==> src/rtl/sreg_pkg.sv <==
package sreg_pkg;
    localparam int unsigned ADDR_W = 7;
    localparam int unsigned DATA_W = 8;
    localparam int unsigned STAT_W = DATA_W - 3;
    localparam int unsigned FRAME_LEN = 1 + ADDR_W + DATA_W;
    localparam int unsigned CNT_W = $clog2(FRAME_LEN);

    typedef enum logic [2:0] {
        ST_IDLE,
        ST_ADDR,
        ST_WDATA,
        ST_TURN,
        ST_RDATA,
        ST_HOLD
    } port_state_t;
endpackage

==> src/rtl/sreg_sync.sv <==
module sreg_sync (
    input  logic clk,
    input  logic rst_n,
    input  logic sck_i,
    input  logic sdio_i,
    output logic sck_rise,
    output logic sck_fall,
    output logic sdio_s
);
    logic [1:0] sck_ff;
    logic [1:0] dat_ff;
    logic       sck_prev;

    // Pins idle high; reset to that level so release of reset is not an edge.
    always_ff @(posedge clk or negedge rst_n) begin
        if (!rst_n) begin
            sck_ff   <= 2'b11;
            dat_ff   <= 2'b11;
            sck_prev <= 1'b1;
        end else begin
            sck_ff   <= {sck_ff[0], sck_i};
            dat_ff   <= {dat_ff[0], sdio_i};
            sck_prev <= sck_ff[1];
        end
    end

    assign sck_rise = sck_ff[1] & ~sck_prev;
    assign sck_fall = ~sck_ff[1] & sck_prev;
    assign sdio_s   = dat_ff[1];
endmodule

==> src/rtl/sreg_wdog.sv <==
module sreg_wdog #(
    parameter int unsigned LIMIT = 4_500_000
) (
    input  logic clk,
    input  logic rst_n,
    input  logic run,
    output logic expire
);
    localparam int unsigned W = $clog2(LIMIT + 1);
    logic [W-1:0] cnt_q;

    always_ff @(posedge clk or negedge rst_n) begin
        if (!rst_n)
            cnt_q <= '0;
        else if (!run || expire)
            cnt_q <= '0;
        else
            cnt_q <= cnt_q + 1'b1;
    end

    assign expire = run && (cnt_q == W'(LIMIT - 1));

    AST_WD_RANGE: assert property (@(posedge clk) disable iff (!rst_n)
        run |-> (cnt_q < W'(LIMIT)));
endmodule

==> src/rtl/sreg_regs.sv <==
module sreg_regs
    import sreg_pkg::*;
#(
    parameter int unsigned NUM_RW   = 4,
    parameter int unsigned RW_BASE  = 2,
    parameter logic [DATA_W-1:0] ID_VALUE = 8'h5A
) (
    input  logic                     clk,
    input  logic                     rst_n,
    input  logic                     wr_en,
    input  logic [ADDR_W-1:0]        wr_addr,
    input  logic [DATA_W-1:0]        wr_data,
    input  logic [ADDR_W-1:0]        rd_addr,
    input  logic [STAT_W-1:0]        stat_i,
    output logic [DATA_W-1:0]        rd_data,
    output logic [NUM_RW*DATA_W-1:0] cfg_o
);
    logic [DATA_W-1:0] regs_q [NUM_RW];

    for (genvar i = 0; i < NUM_RW; i++) begin : g_rw
        always_ff @(posedge clk or negedge rst_n) begin
            if (!rst_n)
                regs_q[i] <= '0;
            else if (wr_en && (wr_addr == ADDR_W'(RW_BASE + i)))
                regs_q[i] <= wr_data;
        end
        assign cfg_o[i*DATA_W +: DATA_W] = regs_q[i];
    end

    always_comb begin
        rd_data = '0;
        if (rd_addr == ADDR_W'(0))
            rd_data = ID_VALUE;
        else if (rd_addr == ADDR_W'(1))
            rd_data = {3'b000, stat_i};
        else begin
            for (int i = 0; i < NUM_RW; i++) begin
                if (rd_addr == ADDR_W'(RW_BASE + i))
                    rd_data = regs_q[i];
            end
        end
    end

    AST_BAD_WR_STABLE: assert property (@(posedge clk) disable iff (!rst_n)
        (wr_en && ((int'(wr_addr) < RW_BASE) || (int'(wr_addr) >= RW_BASE + NUM_RW)))
        |=> $stable(cfg_o));
endmodule

==> src/rtl/sreg_port.sv <==
module sreg_port
    import sreg_pkg::*;
#(
    parameter int unsigned WD_CYCLES = 4_500_000,
    parameter int unsigned NUM_RW    = 4,
    parameter logic [7:0]  ID_VALUE  = 8'h5A
) (
    input  logic                     clk,
    input  logic                     rst_n,
    input  logic                     sck_i,
    input  logic                     sdio_i,
    output logic                     sdio_o,
    output logic                     sdio_oe,
    input  logic [STAT_W-1:0]        stat_i,
    output logic [NUM_RW*DATA_W-1:0] cfg_o
);
    localparam logic [CNT_W-1:0] ADDR_LAST = CNT_W'(ADDR_W);
    localparam logic [CNT_W-1:0] BIT_LAST  = CNT_W'(FRAME_LEN - 1);

    port_state_t       state_q, state_d;
    logic [CNT_W-1:0]  bit_q;
    logic              dir_q;
    logic [ADDR_W-1:0] addr_q;
    logic [DATA_W-1:0] sh_q;
    logic              oe_q;
    logic              sck_rise, sck_fall, sdio_s;
    logic              wd_expire;
    logic              wr_en;
    logic [DATA_W-1:0] rd_data;

    sreg_sync u_sync (
        .clk      (clk),
        .rst_n    (rst_n),
        .sck_i    (sck_i),
        .sdio_i   (sdio_i),
        .sck_rise (sck_rise),
        .sck_fall (sck_fall),
        .sdio_s   (sdio_s)
    );

    sreg_wdog #(.LIMIT(WD_CYCLES)) u_wdog (
        .clk    (clk),
        .rst_n  (rst_n),
        .run    (state_q != ST_IDLE),
        .expire (wd_expire)
    );

    assign wr_en = (state_q == ST_WDATA) && sck_rise && (bit_q == BIT_LAST) && !wd_expire;

    sreg_regs #(.NUM_RW(NUM_RW), .RW_BASE(2), .ID_VALUE(ID_VALUE)) u_regs (
        .clk     (clk),
        .rst_n   (rst_n),
        .wr_en   (wr_en),
        .wr_addr (addr_q),
        .wr_data ({sh_q[DATA_W-2:0], sdio_s}),
        .rd_addr (addr_q),
        .stat_i  (stat_i),
        .rd_data (rd_data),
        .cfg_o   (cfg_o)
    );

    // Next-state logic
    always_comb begin
        state_d = state_q;
        if (wd_expire) begin
            state_d = ST_IDLE;
        end else begin
            unique case (state_q)
                ST_IDLE:  if (sck_rise) state_d = ST_ADDR;
                ST_ADDR:  if (sck_rise && bit_q == ADDR_LAST)
                              state_d = dir_q ? ST_WDATA : ST_TURN;
                ST_WDATA: if (sck_rise && bit_q == BIT_LAST) state_d = ST_IDLE;
                ST_TURN:  if (sck_rise) state_d = ST_RDATA;
                ST_RDATA: if (sck_rise && bit_q == BIT_LAST) state_d = ST_HOLD;
                ST_HOLD:  if (sck_fall) state_d = ST_IDLE;
                default:  state_d = ST_IDLE;
            endcase
        end
    end

    // State register
    always_ff @(posedge clk or negedge rst_n) begin
        if (!rst_n) state_q <= ST_IDLE;
        else        state_q <= state_d;
    end

    // Shift, count and pad control
    always_ff @(posedge clk or negedge rst_n) begin
        if (!rst_n) begin
            bit_q  <= '0;
            dir_q  <= 1'b0;
            addr_q <= '0;
            sh_q   <= '0;
            oe_q   <= 1'b0;
        end else if (wd_expire) begin
            bit_q <= '0;
            oe_q  <= 1'b0;
        end else if (sck_rise) begin
            unique case (state_q)
                ST_IDLE: begin
                    dir_q <= sdio_s;
                    bit_q <= CNT_W'(1);
                end
                ST_ADDR: begin
                    addr_q <= {addr_q[ADDR_W-2:0], sdio_s};
                    bit_q  <= bit_q + 1'b1;
                end
                ST_WDATA: begin
                    sh_q  <= {sh_q[DATA_W-2:0], sdio_s};
                    bit_q <= bit_q + 1'b1;
                end
                ST_TURN: begin
                    sh_q  <= rd_data;
                    oe_q  <= 1'b1;
                    bit_q <= bit_q + 1'b1;
                end
                ST_RDATA: begin
                    sh_q  <= {sh_q[DATA_W-2:0], 1'b0};
                    bit_q <= bit_q + 1'b1;
                end
                default: ;
            endcase
        end else if (sck_fall && state_q == ST_HOLD) begin
            oe_q <= 1'b0;
        end
    end

    assign sdio_oe = oe_q;
    assign sdio_o  = oe_q & sh_q[DATA_W-1];

    AST_OE_READ_ONLY: assert property (@(posedge clk) disable iff (!rst_n)
        sdio_oe |-> !dir_q);
    AST_NO_WR_WHILE_OE: assert property (@(posedge clk) disable iff (!rst_n)
        wr_en |-> !sdio_oe);
    AST_OE_START_EDGE: assert property (@(posedge clk) disable iff (!rst_n)
        $rose(sdio_oe) |-> $past(sck_rise));
    AST_OE_STOP_EDGE: assert property (@(posedge clk) disable iff (!rst_n)
        $fell(sdio_oe) |-> ($past(sck_fall) || $past(wd_expire)));
    AST_WD_TO_IDLE: assert property (@(posedge clk) disable iff (!rst_n)
        wd_expire |=> (state_q == ST_IDLE && !sdio_oe));
endmodule

==> config.mk <==
export PLATFORM = sky130hd
export DESIGN_NAME = sreg_port
export DESIGN_NICKNAME = d
export VERILOG_FILES = /design/src/rtl/sreg_pkg.sv /design/src/rtl/sreg_sync.sv /design/src/rtl/sreg_wdog.sv /design/src/rtl/sreg_regs.sv /design/src/rtl/sreg_port.sv
export SDC_FILE = /design/constraint.sdc
export NUM_CORES = 1
export LEC_CHECK = 0
export ABC_AREA = 1
export ABC_CLOCK_PERIOD_IN_PS = 3100
export BUFFER_PORTS_ARGS = -buffer_cell sky130_fd_sc_hd__buf_2
export CORE_MARGIN = 3
export CORE_UTILIZATION = 61
export CTS_CLUSTER_SIZE = 8
export DETAILED_ROUTE_END_ITERATION = 8
export GPL_TIMING_DRIVEN = 0
export MAX_ROUTING_LAYER = met4
export PLACE_DENSITY = 0.84
export SLEW_MARGIN = 20
export SYNTH_ARGS = -nofsm -noshare
export SYNTH_HDL_FRONTEND = slang
export SYNTH_SLANG_ARGS = --single-unit
==> constraint.sdc <==
create_clock -name clk -period 3.1 [get_ports clk]
set_input_delay 0.155 -clock clk [delete_from_list [all_inputs] [get_ports clk]]
set_output_delay 0.155 -clock clk [all_outputs]
set_load 0.1 [all_outputs]
; After elaboration in Yosys (flattened, before gate mapping)
; Index checks and enable logic that the tools add are counted.
[classes]
reduce_logical = 28
bitwise = 6
mux = 24
n_eq_ne = 20
n_addsub = 2
[ops]
columns = op, count
row1 = $mux 8, 6
row2 = $pmux 8 s3, 1
row3 = $add 23x1->23 const B, 1
row4 = $eq 23x23->1 const B, 1
row5 = $mux 23, 1
row6 = $mux 3, 7
row7 = $pmux 3 s6, 1
row8 = $ne 3x2->1 const B, 5
row9 = $eq 7x2->1 const B, 2
row10 = $eq 7x3->1 const B, 2
row11 = $reduce_bool 3->1, 4
row12 = $logic_and 1x1->1, 11
row13 = $reduce_and 3->1, 3
row14 = $mux 4, 2
row15 = $pmux 4 s2, 1
row16 = $eq 7x1->1 const B, 1
row17 = $logic_not 7->1, 1
row18 = $eq 3x2->1 const B, 2
row19 = $eq 3x3->1 const B, 2
row20 = $ne 3x1->1 const B, 2
row21 = $reduce_and 6->1, 1
row22 = $mux 1, 5
row23 = $add 4x1->4 const B, 1
row24 = $eq 4x3->1 const B, 1
row25 = 10 further kinds, 16
[word_totals]
wordCells = 94
inputBits = 9
output_inout_bits = 34
register_bits = 84

; Logic depth before layout (Yosys ltp)
; Gate-level depths: netlist of the first run.
[depth]
depth_word = 8
mapped_depth = 11
depth_no_buf = 10

; Cells and area by module
; From an unflattened synthesis of the first run, not the netlist that was laid out.
[unflattened]
hier_cells = 604
hier_area_um2 = 4615.7
[by_module_without_submodules]
columns = mod, n_inst, cells_each, seq_area_each_um2, area_each_um2
row1 = sreg_regs, 1, 217, 800.8, 1694.1
row2 = sreg_wdog, 1, 209, 575.6, 1440.1
row3 = sreg_port, 1, 169, 600.6, 1335.0
row4 = sreg_sync, 1, 9, 131.4, 146.4

; Least setup slack after synthesis of the first run
; Ideal clock, no wire load.
[synth_timing]
kind = reg-to-output
startpoint = register oe_q, in the netlist sdio_oe
endpoint = output port sdio_o
stages_incl_launch_ff = 3
path_buffers = 0
setup_slack_ns = 1.300
required_ns = 2.945
arrival_ns = 1.645
cell_sequence = dfrtp_1 > nand2_1 > inv_1
[synth_between]
elab_chain_cells = 1
[synth_rtl]
columns = item, line_no
row1 = start: declaration, sreg_port.sv:25  ; logic oe_q;
row2 = start signal: assignment, sreg_port.sv:94  ; oe_q <= 1'b0;
row3 = start signal: assignment, sreg_port.sv:97  ; oe_q <= 1'b0;
row4 = start signal: assignment, sreg_port.sv:114  ; oe_q <= 1'b1;
row5 = $and 1x1->1, sreg_port.sv:129  ; assign sdio_o = oe_q & sh_q[DATA_W-1];
row6 = end: declaration, sreg_port.sv:12  ; output logic sdio_o,
; No other way between the ends.

; Worst setup path after layout of the first run
[layout_timing]
startpoint = register u_wdog.cnt_q[0]
endpoint = register u_wdog.cnt_q[20]
[layout_between]
elab_chain_cells = 4
word_cells_on_any_way = 5
cone_classes = add/sub (1) / eq/ne (1) / mux (1) / reduce/logical (2)
[layout_rtl]
columns = item, line_no
row1 = start: declaration, sreg_wdog.sv:10  ; logic [W-1:0] cnt_q;
row2 = start signal: assignment, sreg_wdog.sv:18  ; cnt_q <= cnt_q + 1'b1;
row3 = branches (longest 3 deep; another with $add 23x1->23), n/a
row4 = $mux 23 (*), sreg_wdog.sv:15  ; else if (!run || expire)
; Mark *: on every way between the ends.
; A chain may end at the register's enable or synchronous reset.

==> out/metrics.csv, run 1 <==
metric;value;unit
area leader, netlist;dfrtp_1;
synthesized flop and latch total;84;
Area Growth Syn to Fin;13.5;%
core region area;0.00733;mm^2
Distinct cells, synth;38;
Placed Cells;751;
Synth Instances;609;
GRT Overall Usage;28.3;%
clk buf depth;2;
IO Port Bufs;42;
worst-path cell chain;ha_1 > nand2_2 > nor2_4 > nand2_4 > nor2_4 > nand2_4 > nand2_1 > buf_2 > nor2_1;
Rel. slew slack;61.0;%
Tot Pwr;3.65;mW
Min-Delay Path Class;in2reg;
Max Freq;492;MHz
CP startpoint kind;register;
Clk Latency, worst-skew pair;0.37;ns
TritonCTS Sinks;84;
Crit path max-delay family;simple AND/OR/NAND/NOR gates;
Resized cells post-CTS;0;
slowest CP cell;dfrtp_1;
clock root buffer;clkbuf_8;
Worst Max-Slew Pin Slew;0.583;ns
crit path capture type;register;
Post-DP HPWL;8380;um
first-pass GRT wire length;18700;um
Worst Skew;0.0142;ns
status;finished clean;
crit share post-route;65.5;%
Pleak;2.67;nW
Inserted Clock Buffers;9;
global route total overflow;0;
Yosys warnings;0;
hold slack;0.142;ns
die width;93.3;um
clock slew at reported path FFs;0.09;ns
GP Congestion;0.963;
CP Class;reg2reg;
sequential-to-total area share from yosys stat;45.3;%
setup tns final;0;ns
Final Non-Filler Cells;770;
largest cells by area after synthesis;dfrtp_1, nand2_1, nor2_1;
number of global-route vias before repair;4012;
DRT iter0 DRCs;344;
share of cells above drive strength 1;17.3;%
final setup fails;0;
Post-Syn Nets;620;
DR pass1 iterations;5;
Max stage delay on crit path;0.47;ns
Max Cap Viol;0;
WP buf/inv;1;
Pwr per Cell Area;691;mW/mm^2
Site Rows;31;
area share of the largest cell type after synthesis;42.5;%
final WL;11300;um
Hold Fails Final Rpt;0;
largest net degree at the start of global routing;46;
Starting Density;63.4;%
antenna-violating nets left;0;
Final Slew Violations;0;
antenna violations before repair;0;
CP max FO;10;
worst path required time;3.34;ns
worst vdd ir;0.430;mV
ANT cells;0;
I/O pin total;43;
Die Span Y;93.3;um
htree depth;3;
RSZ-0062 raised after global routing;false;
fin crit period;2.03;ns
vias;4179;
# DRC;0;
vias per std cell;5.43;
die area;0.00871;mm^2
wire length per cell;14.7;um
Critical Path AT;2.28;ns
Mean Syn Cell Area;7.63;um^2
Nets;677;
mapped cell area;0.00465;mm^2
TritonCTS clock tree;done;
==> through the flow <==
stage          area (um^2)  util [%]  worst slack (ns)
2_1_floorplan         4650         -              1.30
5_1_grt               5280      72.0             0.903
6_report              5280      72.0              1.07
4_1_cts               5280      72.0              1.08
3_3_place_gp          4980      68.0              1.13
3_5_place_dp          5010      68.4              1.10
==> final cells by class <==
| class | count | area, um^2 |
|---|---|---|
| Multi-Input combinational cell | 438 | 2140 |
| Sequential cell | 84 | 2110 |
| Fill cell | 612 | 2060 |
| Inverter | 75 | 282 |
| Timing Repair Buffer | 46 | 270 |
| Clock buffer | 10 | 138 |
| Tap cell | 99 | 124 |
| Buffer | 12 | 119 |
| Clock inverter | 6 | 93.8 |
==> worst paths after layout <==
check	start	endpoint	slack (ns)	cells after the start
max	u_wdog.cnt_q[0]$_DFF_PN0_	u_wdog.cnt_q[20]$_DFF_PN0_	1.07	9
min	stat_i[1]	sh_q[1]$_DFFE_PN0P_	0.14	5
max reg2reg	u_wdog.cnt_q[0]$_DFF_PN0_	u_wdog.cnt_q[20]$_DFF_PN0_	1.07	9
min reg2reg	u_sync.sck_ff[0]$_DFF_PN1_	u_sync.sck_ff[1]$_DFF_PN1_	0.36	0
max in group asynchronous	rst_n	u_sync.dat_ff[0]$_DFF_PN1_	2.12	3
min in group asynchronous	rst_n	addr_q[3]$_DFFE_PN0P_	0.31	2
==> where the power goes <==
group / internal (mW) / switching (mW)
registers: 1.28 / 0.255
logic: 0.363 / 0.847
clock network: 0.483 / 0.420
total: 2.12 / 1.52
==> registers in the layout, indices dropped and copies added (netlist names) <==
signal,flops
state_q,3
addr_q,7
u_wdog.cnt_q,23
dir_q,1
u_regs.cfg_o,32
sh_q,8
bit_q,4
u_sync.sck_prev,1
sdio_oe,1
u_sync.sck_ff,2
u_sync.dat_ff,2
==> synth_stat cells <==
library cell	instances
dfstp_2	5
nand2_2	3
xnor2_1	1
nor3_4	1
o211ai_1	5
nor2_2	6
nor2_1	97
nand4_1	11
nand3_4	1
buf_6	4
clkinv_1	1
a21oi_2	1
inv_1	68
xor2_1	9
nand2_4	4
nand3_2	2
buf_12	2
a21oi_1	14
o22ai_1	3
o21ai_0	23
a31oi_1	2
nand3b_1	1
nand2_1	153
dfrtp_1	79
o21ai_2	10
o2111ai_1	1
buf_4	2
inv_2	6
clkbuf_1	1
nor3_2	1
nand4_2	1
nand3_1	44
buf_2	3
nor2_4	5
nor3_1	11
o21ai_1	20
ha_1	2
nor3b_1	6
==> worst min-delay path: cells and delay by family <==
family | cells | cell delay (ns)
buffers and inverters | 1 | 0.09
AOI/OAI and AO/OA | 1 | 0.06
and+or+nand+nor | 3 | 0.18
==> cells in the final DEF, fill, tap and decap left out, drive strengths merged, types with 12 or more instances in the layout <==
cell type,instances
nand2,160
nor2,108
dfrtp,79
inv,76
buf,54
o21ai,53
nand3,47
a21oi,15
nor3,13
nand4,12
==> repair_timing <==
item	in CTS	in global routing
hold buffers	3	0
setup buffers	0	0
endpoints found under the hold margin	39	0
==> per-layer routing <==
| layer | track usage, % | wire length (um) |
|---|---|---|
| met4 | 11.0 | 216 |
| met3 | 3.86 | 833 |
| met5 | - | 0 |
| met2 | 42.0 | 5180 |
| met1 | 39.8 | 5080 |
==> kinds of logic (layout without fill, tap and decap cells) <==
logic type / count (synthesis) / in the layout / synth area share, %
adder cells (fa/ha/maj): 2 / 2 / 0.538
XOR/XNOR: 10 / 10 / 1.88
AND/OR/NAND/NOR: 347 / 347 / 33.7
buffers and inverters: 87 / 149 / 8.61
AO/OA/AOI/OAI: 79 / 79 / 9.88
flip-flops: 84 / 84 / 45.3
(Power assumes the default switching activity.)
==> inputs of run 2 (changes only) <==
ABC_CLOCK_PERIOD_IN_PS = 2050   (was 3100)
CORE_UTILIZATION = 60   (was 61)
PLACE_DENSITY = 0.82   (was 0.84)
clock period = 2.05 ns   (was 3.1 ns; I/O delays follow)
==> run 2 against run 1 <==
Compared with the run above:
- sequential share of layout area is 0.14 points lower
- flip-flop and latch count stayed put
- cell count is 0.13% higher
- non-clock buffer count is 1 higher
- clock power is 47% higher
- largest power group unchanged
- critical endpoint is now u_regs.cfg_o[22]$_DFFE_PN0P_
- combinational power is 55% higher
- sequential power is 52% higher
- count of clock-buffer cells in the layout is 1 lower
- highest routed layer unchanged
==> out/metrics.csv, run 2 (same netlist as run 1, synthesis figures left out) <==
metric;value;unit
IO Port Bufs;42;
Worst Hold Depth;5;
Pleak;2.66;nW
Hold Fails Final Rpt;0;
Post-DP HPWL;8370;um
Worst Max-Slew Pin Slew;0.595;ns
setup tns final;0;ns
htree depth;3;
Max Freq;525;MHz
first-pass GRT wire length;19000;um
Area Growth Syn to Fin;13.9;%
Clk Latency, worst-skew pair;0.37;ns
Max stage delay on crit path;0.42;ns
number of global-route vias before repair;3925;
Nets;678;
CP max FO;10;
Die Span Y;94.0;um
vias per std cell;5.50;
worst path required time;2.36;ns
antenna violations before repair;0;
clock root buffer;clkbuf_8;
wire length per cell;14.9;um
commonest non-fill, non-tap cell in the layout;nand2_1;
ANT cells;0;
crit path capture type;register;
clk buf depth;2;
worst vdd ir;0.607;mV
# DRC;0;
TritonCTS Sinks;84;
DRT iter0 DRCs;350;
max reg flops;32;
global route total overflow;0;
final setup fails;0;
antenna-violating nets left;0;
DR pass1 iterations;5;
status;finished clean;
CP startpoint kind;register;
crit share post-route;92.9;%
FF-to-FF path depth;11;
Site Rows;31;
share of cells above drive strength 1;18.0;%
core region area;0.00737;mm^2
final WL;11500;um
die area;0.00884;mm^2
Starting Density;63.1;%
final worst slack;0.145;ns
Min-Delay Path Class;in2reg;
die width;94.0;um
fin crit period;1.90;ns
GP Congestion;0.969;
slowest CP cell;dfrtp_2;
I/O pin total;43;
Worst Skew;0.0118;ns
clock slew at reported path FFs;0.09;ns
Inserted Clock Buffers;9;
worst-path cell chain;ha_2 > nand2_2 > nor2_4 > nand2_4 > nor2_4 > nand2_4 > nand2_4 > buf_12 > buf_12 > o21ai_1 > nand2_1;
most frequent cells in the layout;nand2_1, nor2_1, dfrtp_1;
Rel. slew slack;60.2;%
Final Slew Violations;0;
Tot Pwr;5.52;mW
hold slack;0.0715;ns
largest net degree at the start of global routing;59;
TritonCTS clock tree;done;
vias;4238;
Critical Path AT;2.21;ns
Pwr per Cell Area;1040;mW/mm^2
GRT Overall Usage;28.5;%
Max Cap Viol;0;
RSZ-0062 raised after global routing;false;
cell mode on critical path;nand2_4;
CP Class;reg2reg;
dpl ws;0.106;ns
run 2: repair_timing:
item,4_1_cts,5_1_grt
buffers inserted,0,1
setup endpoints to repair,0,63
resized for setup,0,7
hold endpoints to repair,28,0
hold buffers,3,0
run 2: critical path, delay by kind of cell, from the launching register on:
kind,cells,cell delay (ns)
adders and majority gates,1,0.24
and+or+nand+nor,7,0.83
AOI/OAI and AO/OA,1,0.08
DFF,1,0.42
buffers and inverters,2,0.28
run 2: cell type report:
class / count / area [um^2]
Fill cell: 595 / 2070
Inverter: 75 / 285
Sequential cell: 84 / 2110
Clock buffer: 9 / 124
Multi-Input combinational cell: 438 / 2150
Clock inverter: 7 / 98.8
Buffer: 12 / 124
Timing Repair Buffer: 47 / 278
Tap cell: 99 / 124
run 2: final timing paths:
path	from	endpoint	slack [ns]
max in group asynchronous	rst_n	u_sync.dat_ff[0]$_DFF_PN1_	1.18
setup reg to reg	u_wdog.cnt_q[0]$_DFF_PN0_	u_regs.cfg_o[22]$_DFFE_PN0P_	0.15
hold reg to reg	u_sync.sck_ff[0]$_DFF_PN1_	u_sync.sck_ff[1]$_DFF_PN1_	0.36
setup / recovery	u_wdog.cnt_q[0]$_DFF_PN0_	u_regs.cfg_o[22]$_DFFE_PN0P_	0.15
min in group asynchronous	rst_n	u_wdog.cnt_q[10]$_DFF_PN0_	0.20
hold / removal	stat_i[4]	sh_q[4]$_DFFE_PN0P_	0.07
run 2: per-layer routing:
layer / track usage (%) / vias to the layer above / part of all wire [%]
li1: - / 2058 / -
met1: 40.3 / 1992 / 45
met2: 41.9 / 171 / 46
met3: 7.21 / 17 / 8.0
met4: 6.26 / 0 / 1.2
met5: - / - / 0
run 2: stage by stage:
step / utilization [%] / area (um^2) / cells
after global routing: 71.9 / 5300 / 771
after CTS: 71.5 / 5270 / 770
after floorplan: - / 4650 / 609
final: 71.9 / 5300 / 771
after global placement: 67.6 / 4980 / 750
after detailed placement: 68.0 / 5010 / 751
run 2: report_power, final:
part | internal [mW] | switching, mW | leakage, nW
logic | 0.573 | 1.30 | 1.44
registers | 1.94 | 0.386 | 1.11
clock network | 0.694 | 0.638 | 0.110
total | 3.20 | 2.32 | 2.66
